[src/rtl/irq_msg_pkg.sv]
package irq_msg_pkg;
  localparam int unsigned NSRC_DEF   = 11;
  localparam int unsigned DW_DEF     = 32;
  localparam int unsigned OFS_W      = 12;
  localparam int unsigned ALIGN_BITS = 5;

  localparam logic [OFS_W-1:0] OFS_TGT0  = 12'h004;
  localparam logic [OFS_W-1:0] OFS_STAT0 = 12'h00C;
  localparam logic [OFS_W-1:0] OFS_TGT1  = 12'h010;
  localparam logic [OFS_W-1:0] OFS_STAT1 = 12'h014;
  localparam logic [OFS_W-1:0] OFS_MASK  = 12'h018;
  localparam logic [OFS_W-1:0] OFS_PEND  = 12'h01C;
  localparam logic [OFS_W-1:0] OFS_CLASS = 12'h024;
  localparam logic [OFS_W-1:0] OFS_LEVEL = 12'h028;
endpackage

[src/rtl/irq_edge_track.sv]
module irq_edge_track #(
  parameter int unsigned NSRC = 11
) (
  input  logic            clk,
  input  logic            rst_n,
  input  logic [NSRC-1:0] irq_in,
  input  logic            pend_clr,
  output logic [NSRC-1:0] level_q,
  output logic [NSRC-1:0] pend_q,
  output logic [NSRC-1:0] rise
);
  for (genvar i = 0; i < NSRC; i++) begin : g_src
    assign rise[i] = irq_in[i] & ~level_q[i];

    always_ff @(posedge clk) begin
      if (!rst_n) begin
        level_q[i] <= 1'b0;
        pend_q[i]  <= 1'b0;
      end else begin
        level_q[i] <= irq_in[i];
        pend_q[i]  <= (pend_q[i] & ~pend_clr) | rise[i];
      end
    end
  end
endmodule

[src/rtl/irq_cfg_regs.sv]
module irq_cfg_regs
  import irq_msg_pkg::*;
#(
  parameter int unsigned NSRC = 11,
  parameter int unsigned DW   = 32
) (
  input  logic             clk,
  input  logic             rst_n,
  input  logic             wr_en,
  input  logic [OFS_W-1:0] wr_addr,
  input  logic [DW-1:0]    wr_data,
  output logic [DW-1:0]    tgt0,
  output logic [DW-1:0]    tgt1,
  output logic [NSRC-1:0]  mask,
  output logic [NSRC-1:0]  cls
);
  always_ff @(posedge clk) begin
    if (!rst_n) begin
      tgt0 <= '0;
      tgt1 <= '0;
      mask <= '0;
      cls  <= '0;
    end else if (wr_en) begin
      case (wr_addr)
        OFS_TGT0:  tgt0 <= wr_data;
        OFS_TGT1:  tgt1 <= wr_data;
        OFS_MASK:  mask <= wr_data[NSRC-1:0];
        OFS_CLASS: cls  <= wr_data[NSRC-1:0];
        default: ;
      endcase
    end
  end
endmodule

[src/rtl/irq_msg_queue.sv]
module irq_msg_queue #(
  parameter int unsigned NSRC  = 11,
  parameter int unsigned DW    = 32,
  parameter int unsigned ALIGN = 5
) (
  input  logic            clk,
  input  logic            rst_n,
  input  logic [NSRC-1:0] add,
  input  logic [NSRC-1:0] cls,
  input  logic [DW-1:0]   tgt0,
  input  logic [DW-1:0]   tgt1,
  input  logic            ready,
  output logic            valid,
  output logic [DW-1:0]   maddr,
  output logic [DW-1:0]   mdata
);
  logic [NSRC-1:0] wait_q;
  logic [NSRC-1:0] sel_oh;
  logic            any;
  logic            load;
  logic [DW-1:0]   tgt;

  always_comb begin
    sel_oh = '0;
    any    = 1'b0;
    for (int i = 0; i < NSRC; i++) begin
      if (wait_q[i] && !any) begin
        sel_oh[i] = 1'b1;
        any       = 1'b1;
      end
    end
  end

  assign load = any && (!valid || ready);
  assign tgt  = (|(cls & sel_oh)) ? tgt1 : tgt0;

  always_ff @(posedge clk) begin
    if (!rst_n) begin
      wait_q <= '0;
      valid  <= 1'b0;
      maddr  <= '0;
      mdata  <= '0;
    end else begin
      wait_q <= (wait_q & ~(load ? sel_oh : '0)) | add;
      if (load) begin
        valid <= 1'b1;
        maddr <= {tgt[DW-1:ALIGN], {ALIGN{1'b0}}};
        mdata <= {{(DW-ALIGN){1'b0}}, tgt[ALIGN-1:0]};
      end else if (ready) begin
        valid <= 1'b0;
      end
    end
  end
endmodule

[src/rtl/irq_msg_ctrl.sv]
module irq_msg_ctrl
  import irq_msg_pkg::*;
#(
  parameter int unsigned NSRC = NSRC_DEF,
  parameter int unsigned DW   = DW_DEF
) (
  input  logic             clk,
  input  logic             rst_n,
  input  logic             reg_en,
  input  logic             reg_we,
  input  logic [OFS_W-1:0] reg_addr,
  input  logic [DW-1:0]    reg_wdata,
  output logic [DW-1:0]    reg_rdata,
  input  logic [NSRC-1:0]  irq_in,
  output logic             msg_valid,
  input  logic             msg_ready,
  output logic [DW-1:0]    msg_addr,
  output logic [DW-1:0]    msg_data
);
  localparam int unsigned PADW = DW - NSRC;

  logic [NSRC-1:0] level_q, pend_q, rise, mask, cls;
  logic [DW-1:0]   tgt0, tgt1;
  logic            pend_clr;

  assign pend_clr = reg_en && (reg_addr == OFS_PEND);

  irq_edge_track #(.NSRC(NSRC)) u_edge (
    .clk(clk), .rst_n(rst_n), .irq_in(irq_in), .pend_clr(pend_clr),
    .level_q(level_q), .pend_q(pend_q), .rise(rise)
  );

  irq_cfg_regs #(.NSRC(NSRC), .DW(DW)) u_cfg (
    .clk(clk), .rst_n(rst_n), .wr_en(reg_en && reg_we),
    .wr_addr(reg_addr), .wr_data(reg_wdata),
    .tgt0(tgt0), .tgt1(tgt1), .mask(mask), .cls(cls)
  );

  irq_msg_queue #(.NSRC(NSRC), .DW(DW), .ALIGN(ALIGN_BITS)) u_queue (
    .clk(clk), .rst_n(rst_n), .add(rise & mask), .cls(cls),
    .tgt0(tgt0), .tgt1(tgt1), .ready(msg_ready),
    .valid(msg_valid), .maddr(msg_addr), .mdata(msg_data)
  );

  always_comb begin
    case (reg_addr)
      OFS_TGT0:  reg_rdata = tgt0;
      OFS_TGT1:  reg_rdata = tgt1;
      OFS_MASK:  reg_rdata = {{PADW{1'b0}}, mask};
      OFS_CLASS: reg_rdata = {{PADW{1'b0}}, cls};
      OFS_LEVEL: reg_rdata = {{PADW{1'b0}}, level_q};
      OFS_PEND:  reg_rdata = {{PADW{1'b0}}, pend_q};
      OFS_STAT0: reg_rdata = {{PADW{1'b0}}, level_q & mask & ~cls};
      OFS_STAT1: reg_rdata = {{PADW{1'b0}}, level_q & mask & cls};
      default:   reg_rdata = '0;
    endcase
  end
endmodule

[config.mk]
export PLATFORM = sky130hd
export DESIGN_NAME = irq_msg_ctrl
export DESIGN_NICKNAME = d
export VERILOG_FILES = /design/src/rtl/irq_msg_pkg.sv /design/src/rtl/irq_edge_track.sv /design/src/rtl/irq_cfg_regs.sv /design/src/rtl/irq_msg_queue.sv /design/src/rtl/irq_msg_ctrl.sv
export SDC_FILE = /design/constraint.sdc
export NUM_CORES = 1
export LEC_CHECK = 0
export ABC_CLOCK_PERIOD_IN_PS = 1900
export BUFFER_PORTS_ARGS = -buffer_cell sky130_fd_sc_hd__buf_2
export CAP_MARGIN = 30
export CORE_MARGIN = 3
export CORE_UTILIZATION = 45
export CTS_CLUSTER_DIAMETER = 120
export DETAILED_ROUTE_END_ITERATION = 10
export PLACE_DENSITY = 0.71
export SETUP_SLACK_MARGIN = 0.3
export SLEW_MARGIN = 20
export SYNTH_ARGS = -nofsm -noshare
export SYNTH_HDL_FRONTEND = slang
export SYNTH_SLANG_ARGS = --single-unit
[constraint.sdc]
create_clock -name clk -period 1.9 [get_ports clk]
set_input_delay 0.095 -clock clk [delete_from_list [all_inputs] [get_ports clk]]
set_output_delay 0.095 -clock clk [all_outputs]
set_load 0.05 [all_outputs]
==> metrics.cfg <==
[critical_path]
crit_arrival_ns=1.89
worstSetupPathType=in2out
startpoint_type=input port
critPathMaxFanout=6
rrSetupSlack_ns=0.18
cp.required_ns=1.80
end_kind=output port

[route]
remaining_drc_errors=0
vias=6954
drt_iter0_drc=654
detail-route-antenna-nets=0
viasPerCell=5.77
first_pass_iters=7
wirelength_mm=25.2
wl_per_cell_um=20.9

[logic_synthesis]
synth_common_cells=dfxtp_1 (152), mux2i_1 (108), nor2_1 (101)
async_flop_share_pct=0
yosysTopAreaCell=dfxtp_1
ys_types=42
synth_edf_count=0
synth.most_common_cell=dfxtp_1
yosys_most_used_dff=dfxtp_1
syn_avg_cell_area_um2=8.93
synth_area_um2=7050
synthCells=789
synth_seq_cells=152
synth-warning-count=0
synth_top_area_share_pct=43.2
yosys-top-cells-area=dfxtp_1 (43%), mux2i_1 (15%), nor2_1 (5.4%), nand2_1 (4.9%), buf_4 (3.6%)
yosysSeqAreaShare_pct=43.2

[die]
die_x_um=131
io_pins=157
die_y_um=131
coreArea_um2=15300
start_util_pct=46.2
rows=45
fp.dieArea_um2=17200

[power_and_ir_drop]
p_leak_nw=4.12
p_sw_mw=1.78
clockPowerShare_pct=50.8
power_density_nw_per_um2=729
combPwrFrac_pct=6.9
ir_drop_uv=741
switching_share_pct=23.2
power_frac_seq_pct=42.3
power.internal_mw=5.89

[timing]
rsz0062_at_grt=true
fin_ws_ns=-0.0840
setup_viol=28
min_period_ns=1.98
period_share_pct=104
hold_viol=0
maxSlewViolCount=0
fin_skew_ns=0.00746
fmax_mhz=504

[placed_design]
io_buffers=124
dp_hpwl_mm=13.5
place_ws_ns=-0.176
globalplace.congestion=0.898

[outcome]
status=finished with violations
violations=negative setup slack

[grt]
grt_overflow=0
first_global_vias=6306
antenna_found_initial=1
grt_pass1_wl_mm=34.4
grt_usage_pct=24.8
grt_max_degree=110

[layout]
n_fill_cell=1078
area_growth_syn_to_layout_pct=49.2
drive_gt1_share_pct=31.2
finalNetCount=1041
post-route-util_pct=68.9

[cts]
cts_max_level=4
cts_tree=built
cts_buffers=17
cts_max_path_buffers=2
clock_sinks=152
clock_latency_ns=0.43
clkSlewWorstSetupHoldPaths_ns=0.06
root_buffer=clkbuf_16

[run]
max-cap-violations=0

[worst_hold_path]
hp-class=in2reg

## metal layers
| layer | track usage (%) | vias to the layer above | wire length [um] |
|---|---|---|---|
| met4 | 10.3 | 0 | 1050 |
| li1 | - | 3151 | - |
| met3 | 6.13 | 94 | 2090 |
| met5 | 0 | - | 0 |
| met2 | 39.3 | 386 | 11700 |
| met1 | 32.4 | 3323 | 10300 |
## cell families (layout without fill, tap and decap cells)
| logic type | count (synthesis) | in the layout | synth area share (%) |
|---|---|---|---|
| buf+inv | 94 | 267 | 7.74 |
| compound gates | 146 | 146 | 14.3 |
| simple gates | 288 | 289 | 19.3 |
| mux | 108 | 108 | 15.3 |
| other cells | 1 | 33 | 0.0532 |
| flops | 152 | 152 | 43.2 |
## metrics by stage
stage	power (mW)	instances	hold WS, ns	TNS (ns)	cell area (um2)
6_report	7.67	1206	0.0383	-0.865	10500
3_3_place_gp	3.71	1099	0.306	-4.02	8350
4_1_cts	7.62	1186	0.0537	-0.467	9980
3_5_place_dp	3.72	1099	0.310	-4.24	8350
2_1_floorplan	3.63	820	0.217	-1.26	7650
5_1_grt	7.84	1206	0.0557	-1.90	10500
## power by group through the flow
stage / Combinational [mW] / Sequential (mW) / Clock [mW]
6_report: 0.528 / 3.24 / 3.90
3_5_place_dp: 0.403 / 3.31 / 0
2_1_floorplan: 0.324 / 3.30 / 0
3_3_place_gp: 0.400 / 3.31 / 0
5_1_grt: 0.554 / 3.24 / 4.04
4_1_cts: 0.478 / 3.24 / 3.90
## placed cells by master, fill, tap and decap left out, types with 10 or more instances in the layout
master and instances:
a21oi_1 33, a221oi_2 10, a22o_4 21, and2_1 21
buf_12 16, buf_2 88, buf_4 27, buf_6 22
buf_8 25, clkbuf_16 26, conb_1 32, dfxtp_1 144
dlygate4sd3_1 43, mux2i_1 101, nand2_1 82, nand4_1 36
nor2_1 97, nor2b_1 15, o211ai_1 33, o21ai_0 16
o22ai_4 10, o2bb2ai_1 10
## final timing paths
check / startpoint / to / cells past startpoint
worst max-delay path: reg_addr[7] / reg_rdata[4] / 7
worst min-delay path: rst_n / u_edge.level_q[0] / 2
worst max register to register: u_queue.wait_q[0] / u_queue.maddr[23] / 7
worst min register to register: u_queue.maddr[8] / u_queue.maddr[8] / 2
## critical path, stage by stage
cell     delay [ns]
buf_6          0.09
or4b_4         0.57
or3b_4         0.45
mux2i_2        0.18
nand3_1        0.14
a31oi_4        0.18
buf_6          0.18
## area by class of cell
| type | instances | area [um2] | area share, % |
|---|---|---|---|
| multi-input combinational | 575 | 4160 | 39.5 |
| timing repair buffer | 234 | 2350 | 22.4 |
| sequential | 152 | 3060 | 29.1 |
| clock inverter | 14 | 246 | 2.34 |
| inverter | 1 | 3.75 | 0.0357 |
| clock buffer | 18 | 429 | 4.08 |
| antenna | 1 | 2.50 | 0.0238 |
| tap | 211 | 264 | 2.51 |
## flip-flops by register name, indices dropped and copies added (netlist names)
name,cells
u_queue.wait_q,11
u_cfg.cls,11
u_queue.maddr,27
u_queue.mdata,5
u_edge.level_q,11
u_cfg.tgt0,32
u_queue.valid,1
u_cfg.mask,11
u_edge.pend_q,11
u_cfg.tgt1,32
## repair_timing
item,CTS,global route
pin swaps,21,79
resized for setup,111,49
gates cloned,5,14
setup endpoints to repair,64,94
endpoints found under the hold margin,92,0
setup buffers,7,5
hold buffers,43,0
Note: power is estimated with default switching activity, not from simulation.
